## src/rtl/ssg_pkg.sv

```systemverilog
package ssg_pkg;

   typedef enum logic [0:0] {
      SSG_RX = 1'b0,
      SSG_TX = 1'b1
   } ssg_variant_e;

endpackage

```

## src/rtl/ssg_limit_reg.sv

```systemverilog
module ssg_limit_reg #(
   parameter int PW = 3
) (
   input  logic          clk,
   input  logic          rst_n,
   input  logic          load,
   input  logic [PW-1:0] load_val,
   output logic [PW-1:0] limit
);

   logic [PW-1:0] limit_q;

   always_ff @(posedge clk or negedge rst_n) begin
      if (!rst_n)
         limit_q <= '0;
      else if (load)
         limit_q <= load_val;
   end

   assign limit = limit_q;

endmodule

```

## src/rtl/ssg_wr_ptr.sv

```systemverilog
module ssg_wr_ptr #(
   parameter int DEPTH = 8,
   parameter int PW    = 3
) (
   input  logic          clk,
   input  logic          rst_n,
   input  logic          advance,
   input  logic [PW-1:0] limit,
   output logic [PW-1:0] ptr,
   output logic          hit
);

   localparam logic [PW-1:0] LAST_IDX = PW'(DEPTH - 1);

   logic [PW-1:0] ptr_q;
   logic [PW-1:0] ptr_nxt;

   // index of the slot after the current one, wrapping at the depth
   assign ptr_nxt = (ptr_q == LAST_IDX) ? '0 : ptr_q + 1'b1;

   // the slot being written is the one right before the limit
   assign hit = (ptr_nxt == limit);

   always_ff @(posedge clk or negedge rst_n) begin
      if (!rst_n)
         ptr_q <= '0;
      else if (advance)
         ptr_q <= ptr_nxt;
   end

   assign ptr = ptr_q;

endmodule

```

## src/rtl/ssg_attn_flag.sv

```systemverilog
module ssg_attn_flag #(
   parameter int SLACK = 0,
   parameter int SW    = 1
) (
   input  logic clk,
   input  logic rst_n,
   input  logic entry_wr,
   input  logic hit,
   input  logic clr,
   output logic accept,
   output logic set_evt,
   output logic attn
);

   logic attn_q;
   logic room;

   generate
      if (SLACK == 0) begin : g_no_slack
         assign room = 1'b0;
      end else begin : g_slack
         logic [SW-1:0] slack_q;
         // counts writes taken after the flag rose; starts exhausted at reset
         always_ff @(posedge clk or negedge rst_n) begin
            if (!rst_n)
               slack_q <= SW'(SLACK);
            else if (!attn_q)
               slack_q <= '0;
            else if (accept)
               slack_q <= slack_q + 1'b1;
         end
         assign room = (slack_q < SW'(SLACK));
      end
   endgenerate

   assign accept  = entry_wr & (~attn_q | room);
   assign set_evt = accept & hit;

   // set wins over a coincident clear
   always_ff @(posedge clk or negedge rst_n) begin
      if (!rst_n)
         attn_q <= 1'b1;
      else
         attn_q <= set_evt | (attn_q & ~clr);
   end

   assign attn = attn_q;

endmodule

```

## src/rtl/status_slot_guard.sv

```systemverilog
module status_slot_guard #(
   parameter int                  DEPTH    = 8,
   parameter ssg_pkg::ssg_variant_e VARIANT = ssg_pkg::SSG_RX,
   parameter int                  TX_SLACK = 2,
   parameter int                  PW       = (DEPTH > 1) ? $clog2(DEPTH) : 1
) (
   input  logic          clk,
   input  logic          rst_n,
   input  logic          limit_wr,
   input  logic [PW-1:0] limit_data,
   input  logic          entry_wr,
   input  logic          attn_clr,
   input  logic          usr_attn,
   output logic          attn,
   output logic          stall,
   output logic          last_tag,
   output logic [PW-1:0] wr_ptr
);

   localparam bit IS_RX     = (VARIANT == ssg_pkg::SSG_RX);
   localparam int SLACK_EFF = IS_RX ? 0 : TX_SLACK;
   localparam int SW        = (SLACK_EFF > 0) ? $clog2(SLACK_EFF + 1) : 1;

   generate
      if (DEPTH < 2 || (DEPTH & (DEPTH - 1)) != 0) begin : g_bad_depth
         $error("status_slot_guard: DEPTH must be a power of two of at least 2");
      end
      if (PW != $clog2(DEPTH)) begin : g_bad_pw
         $error("status_slot_guard: PW must equal clog2(DEPTH)");
      end
      if (TX_SLACK < 0 || TX_SLACK >= DEPTH) begin : g_bad_slack
         $error("status_slot_guard: TX_SLACK must lie in 0..DEPTH-1");
      end
   endgenerate

   logic [PW-1:0] limit_w;
   logic          hit_w;
   logic          acc_w;
   logic          set_w;
   logic          attn_w;

   ssg_limit_reg #(.PW(PW)) u_limit (
      .clk      (clk),
      .rst_n    (rst_n),
      .load     (limit_wr),
      .load_val (limit_data),
      .limit    (limit_w)
   );

   ssg_wr_ptr #(.DEPTH(DEPTH), .PW(PW)) u_ptr (
      .clk     (clk),
      .rst_n   (rst_n),
      .advance (acc_w),
      .limit   (limit_w),
      .ptr     (wr_ptr),
      .hit     (hit_w)
   );

   ssg_attn_flag #(.SLACK(SLACK_EFF), .SW(SW)) u_flag (
      .clk      (clk),
      .rst_n    (rst_n),
      .entry_wr (entry_wr),
      .hit      (hit_w),
      .clr      (attn_clr),
      .accept   (acc_w),
      .set_evt  (set_w),
      .attn     (attn_w)
   );

   assign attn = attn_w;

   generate
      if (IS_RX) begin : g_rx
         logic unused_usr;
         assign unused_usr = usr_attn;
         assign stall      = attn_w;
         assign last_tag   = set_w;
      end else begin : g_tx
         assign stall    = attn_w | usr_attn;
         assign last_tag = 1'b0;
      end
   endgenerate

endmodule

```

## config.mk

```make
export PLATFORM = sky130hd
export DESIGN_NAME = status_slot_guard
export DESIGN_NICKNAME = d
export VERILOG_FILES = /design/src/rtl/ssg_pkg.sv /design/src/rtl/ssg_limit_reg.sv /design/src/rtl/ssg_wr_ptr.sv /design/src/rtl/ssg_attn_flag.sv /design/src/rtl/status_slot_guard.sv
export SDC_FILE = /design/constraint.sdc
export NUM_CORES = 1
export LEC_CHECK = 0
export BUFFER_PORTS_ARGS = -buffer_cell sky130_fd_sc_hd__buf_4
export CAP_MARGIN = 20
export CORE_AREA = 2 2 39 41
export CTS_BUF_LIST = sky130_fd_sc_hd__clkbuf_4 sky130_fd_sc_hd__clkbuf_8
export CTS_CLUSTER_DIAMETER = 100
export CTS_CLUSTER_SIZE = 14
export DETAILED_ROUTE_END_ITERATION = 16
export DIE_AREA = 0 0 41 43
export SYNTH_ARGS = -nofsm -noshare
export SYNTH_HDL_FRONTEND = slang
export SYNTH_HIERARCHICAL = 1
export SYNTH_SLANG_ARGS = --single-unit
```

## constraint.sdc

```tcl
create_clock -name clk -period 2.3 [get_ports clk]
set_input_delay 0.345 -clock clk [delete_from_list [all_inputs] [get_ports clk]]
set_output_delay 0.345 -clock clk [all_outputs]
set_load 0.05 [all_outputs]
```

After elaboration in Yosys (flattened, before gate mapping)
Index checks and enable logic that the tools add are counted.
{ "classes": {"eq_ne": 2, "n_reduce_logical": 0, "n_mul": 0, "n_addsub": 1, "bitwise": 6, "muxes": 1, "n_shift": 0, "n_lt_le_gt_ge": 0, "div": 0} }
{ "ops": {"columns": ["cell", "count"], "rows": [
  ["3-bit by 1-bit adder with 3-bit output (second input constant)", 1],
  ["1-bit AND", 3],
  ["3-bit == test", 1],
  ["3-bit == test (second input constant)", 1],
  ["3-bit two-way mux", 1],
  ["1-bit inverter", 2],
  ["1-bit bitwise OR", 1]
]} }
{ "totals": {"ff_bits": 7, "latch_bits": 0, "mem_count": 0, "inputBits": 9, "ramBits": 0, "mem_bits_ro": 0, "out_inout_bits": 6} }

Longest topological paths before layout
{ "logic_depth": {"ltp_word": 5, "depth_mapped": 6} }

By module
Netlist, hierarchy kept.
{ "modules_own_cells": {"columns": ["module", "instances", "area_per_inst_um2", "cells_per_inst", "seq_area_each_um2"], "rows": [
  ["ssg_wr_ptr", 1, 181.4, 14, 75.1],
  ["ssg_limit_reg", 1, 108.9, 6, 75.1],
  ["ssg_attn_flag", 1, 50.0, 5, 26.3],
  ["status_slot_guard", 1, 7.5, 1, 0.0]
]} }

Worst setup path before layout
OpenSTA, ideal clock, no wires.
{ "synth_timing": {"path_type": "register -> output", "start": "register u_ptr.ptr_q[0], in the netlist u_ptr/ptr[0]", "end": "output last_tag", "path_buffers": 0, "setup_slack_ns": -0.365, "stages_incl_launch_ff": 7, "t_arrival_ns": 2.320, "cell_sequence": "dfrtp_1 ha_1 ha_1 xor2_1 nor4b_2 nand2_1 nor2_1"} }
{ "synth_via": {"elab_chain_cells": 4, "elab_cells_between_ends": 5, "classes_between": "add/sub (1); eq/ne (2); mux (1); bitwise (1)"} }
{ "synth_lines": {"columns": ["element", "line", "source"], "rows": [
  ["start, declared", "ssg_wr_ptr.sv:15", "logic [PW-1:0] ptr_q;"],
  ["start signal, assigned", "ssg_wr_ptr.sv:28", "ptr_q <= ptr_nxt;"],
  ["3-bit by 1-bit adder with 3-bit output / 3-bit == test (equally long branches)", "ssg_wr_ptr.sv:19", "assign ptr_nxt = (ptr_q == LAST_IDX) ? '0 : ptr_q + 1'b1;"],
  ["3-bit two-way mux (*)", "ssg_wr_ptr.sv:19", null],
  ["net u_ptr.ptr_nxt[2]", "ssg_wr_ptr.sv:16", "logic [PW-1:0] ptr_nxt;"],
  ["3-bit == test (*)", "ssg_wr_ptr.sv:22", "assign hit = (ptr_nxt == limit);"],
  ["net hit_w", "status_slot_guard.sv:37", "logic hit_w;"],
  ["1-bit AND (*)", "ssg_attn_flag.sv:37", "assign set_evt = accept & hit;"],
  ["end, declared", "status_slot_guard.sv:16", "output logic last_tag,"]
]} }
Mark *: on every way through the listed nets, which the timed path passes. The rest lies on a longest branch.

Final worst setup path
Ends and elaborated chain as after synthesis.

==> key figures <==
Finish
  • Layout cells sized above 1: 0.696
  • Post-Layout Cell Count: 62
  • Fill count: 147
  • P&R area growth vs syn: 62.9%
  • Ant diodes: 0
  • Number of nets in the layout: 58

Detailed routing
  • Remaining antenna violation count: 0
  • DRT iter0 DRCs: 2
  • Drt total wl: 733 um
  • Avg WL per Cell: 11.8 um
  • Vias: 277
  • DRT Pass-1 Iters: 2
  • Via/cell ratio: 4.47
  • Residual DRC: 0

Floorplanning
  • Die Y: 43 um
  • Placeable Area: 0.00138 sq mm
  • Initial core utilization: 0.251
  • Die area: 0.00176 sq mm
  • FP Rows: 14
  • Die width: 41 um
  • IO Pins: 15

Yosys
  • Syn avg cell area: 13.4 sq um
  • Yosys warning count: 6
  • Post-synthesis cell type count: 14
  • Synthesized cell area: 348 sq um
  • Post-synthesis sequential area ratio: 0.507
  • Syn Inst Count: 26
  • Net Count, Synth: 37
  • Yosys reg bits: 7

Timing
  • WHS: 229 ps
  • Final min period: 2210 ps
  • Final setup viols: 0
  • Slew margin rel.: 0.791
  • Worst slew pin tran: 313 ps
  • FMAX: 452 MHz
  • Final cycle utilization of the critical path: 0.963
  • RSZ-0062 raised after global routing: true
  • Hold Fails Final Rpt: 0
  • Fin Clk Skew: 5.44 ps
  • Max Slew Vio Count: 0

Clock network
  • CTS root buf: clkbuf_4
  • CTS tree: yes
  • Max clock buf depth: 2
  • Number of buffers created by CTS: 3
  • H-tree Lvls: 1
  • Reg clk slew, reported paths: 60 ps
  • Clock sinks: 7
  • Clk_lat worst skew: 250 ps

Worst setup path
  • Crit path DAT: 1870 ps
  • Top Family by Delay on Critical Path: simple AND/OR/NAND/NOR gates
  • Slowest stage cell, crit path: dfrtp_2
  • Reg2Reg Setup Slack: 720 ps
  • R2r worst-path depth: 6
  • Buf/Inv on CP: 1
  • Crit-path cells: ha_4 > ha_4 > xor2_2 > nor4b_2 > nand2_1 > nor2_4 > buf_8
  • Reg-to-reg endpoint: u_flag/attn
  • CP Launch Type: flop
  • CP max stage delay: 430 ps
  • Worst-path fanout max: 2
  • Reg2reg start: u_ptr/ptr[0]
  • Crit path top cell by count: ha_4
  • Crit path capture type: primary output
  • WS Path Type: reg -> out
  • CP required: 1960 ps

Power and ir drop
  • Max VDD drop: 0.474 mV
  • Leak: 0.251 nW
  • Power Density: 1630 mW/mm^2

Global route
  • GRT Total Usage: 0.111
  • First-pass GRT wire length: 1.22 mm
  • Vias in the first global route: 285
  • Maximum number of pins on one net before global-route repair: 8
  • GRT overflow: 0
  • Initial antenna violation count: 0

Min path
  • HP Start: attn_clr
  • WHS Endpoint: u_flag/attn
  • Worst Hold Path Cells: 2
  • Worst hold path class: in -> reg

Placed design
  • HPWL Detailed: 512 um
  • I/O Buffers: 13
  • GP Congestion: 0.616
  • Post-Place Cells: 54

Run status
  • Status: finished clean

Flow run
  • Max_cap viols: 0
[placed cells by master (no fill, tap or decap), types with 2 or more instances in the layout]
cell,synthesis,final
clkbuf_4,0,3
mux2i_1,2,2
ha_4,0,2
dfrtp_1,6,5
mux2_2,5,5
buf_4,1,15
[worst max-delay path by stage]
| stage | start | to | depth (start not counted) |
|---|---|---|---|
| final | u_ptr/ptr[0] | last_tag | 7 |
| after global routing | u_ptr/ptr[0] | last_tag | 7 |
| after CTS | u_ptr/ptr[0] | last_tag | 7 |
| after detailed placement | u_ptr/ptr[0] | last_tag | 7 |
| after global placement | u_ptr/ptr[0] | last_tag | 7 |
| after floorplan | u_ptr/ptr[1] | last_tag | 6 |
[metrics by stage]
step	util	power (mW)	area, sq um	TNS (ps)	setup slack, ps
after CTS	0.386	0.862	534	0	34.8
after floorplan	-	0.574	357	0	30.4
after global placement	0.337	0.682	467	0	160
after global routing	0.410	1.00	567	-49.9	-49.9
final	0.410	0.926	567	0	85.5
after detailed placement	0.337	0.686	467	0	166
[Yosys cell counts]
cell type / number / area share
nor2_1: 1 / 0.011
mux2i_1: 2 / 0.058
dfrtp_1: 6 / 0.43
nand2b_1: 1 / 0.018
mux2_2: 5 / 0.16
nor3_1: 1 / 0.014
nor4b_2: 1 / 0.043
o21ai_0: 1 / 0.014
xor2_1: 2 / 0.050
ha_1: 2 / 0.072
nand2_1: 1 / 0.011
nor2b_1: 1 / 0.018
buf_4: 1 / 0.022
dfstp_2: 1 / 0.076
[routing by layer]
layer / global-route usage / share of wire / vias to the layer above
li1: - / - / 132
met1: 0.121 / 0.40 / 133
met2: 0.153 / 0.51 / 12
met3: 0.0942 / 0.091 / 0
met4: 0.0400 / 0 / 0
met5: 0 / 0 / -
[state kept, by name, indices dropped and copies added, names as in the netlist]
signal,flops
u_limit/limit,3
u_ptr/ptr,3
u_flag/attn,1
[what timing repair did]
action	in CTS	in global routing
buffers inserted	1	2
resized for setup	4	2
hold buffers	1	0
endpoints found under the hold margin	6	0
pin swaps	5	5
setup endpoints to repair	1	1
[power breakdown]
group / switching, mW / internal, mW
combinational: 0.321 / 0.264
sequential: 0.0545 / 0.174
clock: 0.0488 / 0.0637
[kinds of logic (layout without fill, tap and decap cells)]
kind of cell | after synthesis | count (layout) | synth area share
mux | 7 | 7 | 0.219
fa+ha+maj | 2 | 2 | 0.0719
flops | 7 | 7 | 0.507
buf+inv | 1 | 21 | 0.0216
simple gates | 6 | 6 | 0.115
xor+xnor | 2 | 2 | 0.0504
compound gates | 1 | 1 | 0.0144
[worst register-to-register path: cells and delay by family (launching register included)]
family,cells,cell delay [ps]
and+or+nand+nor,2,400
xor gates and xnor gates,1,140
adders and majority gates,2,390
DFF,1,430
muxes,1,150
[final cells by class]
class / count / area (sq um) / share of cell area
Clock buffer: 3 / 22.5 / 0.0397
Clock inverter: 1 / 5.00 / 0.00883
Multi-Input combinational cell: 18 / 204 / 0.360
Sequential cell: 7 / 178 / 0.313
Tap cell: 16 / 20.0 / 0.0353
Timing Repair Buffer: 17 / 138 / 0.243
No activity file was read; power rests on OpenSTA's default activity.
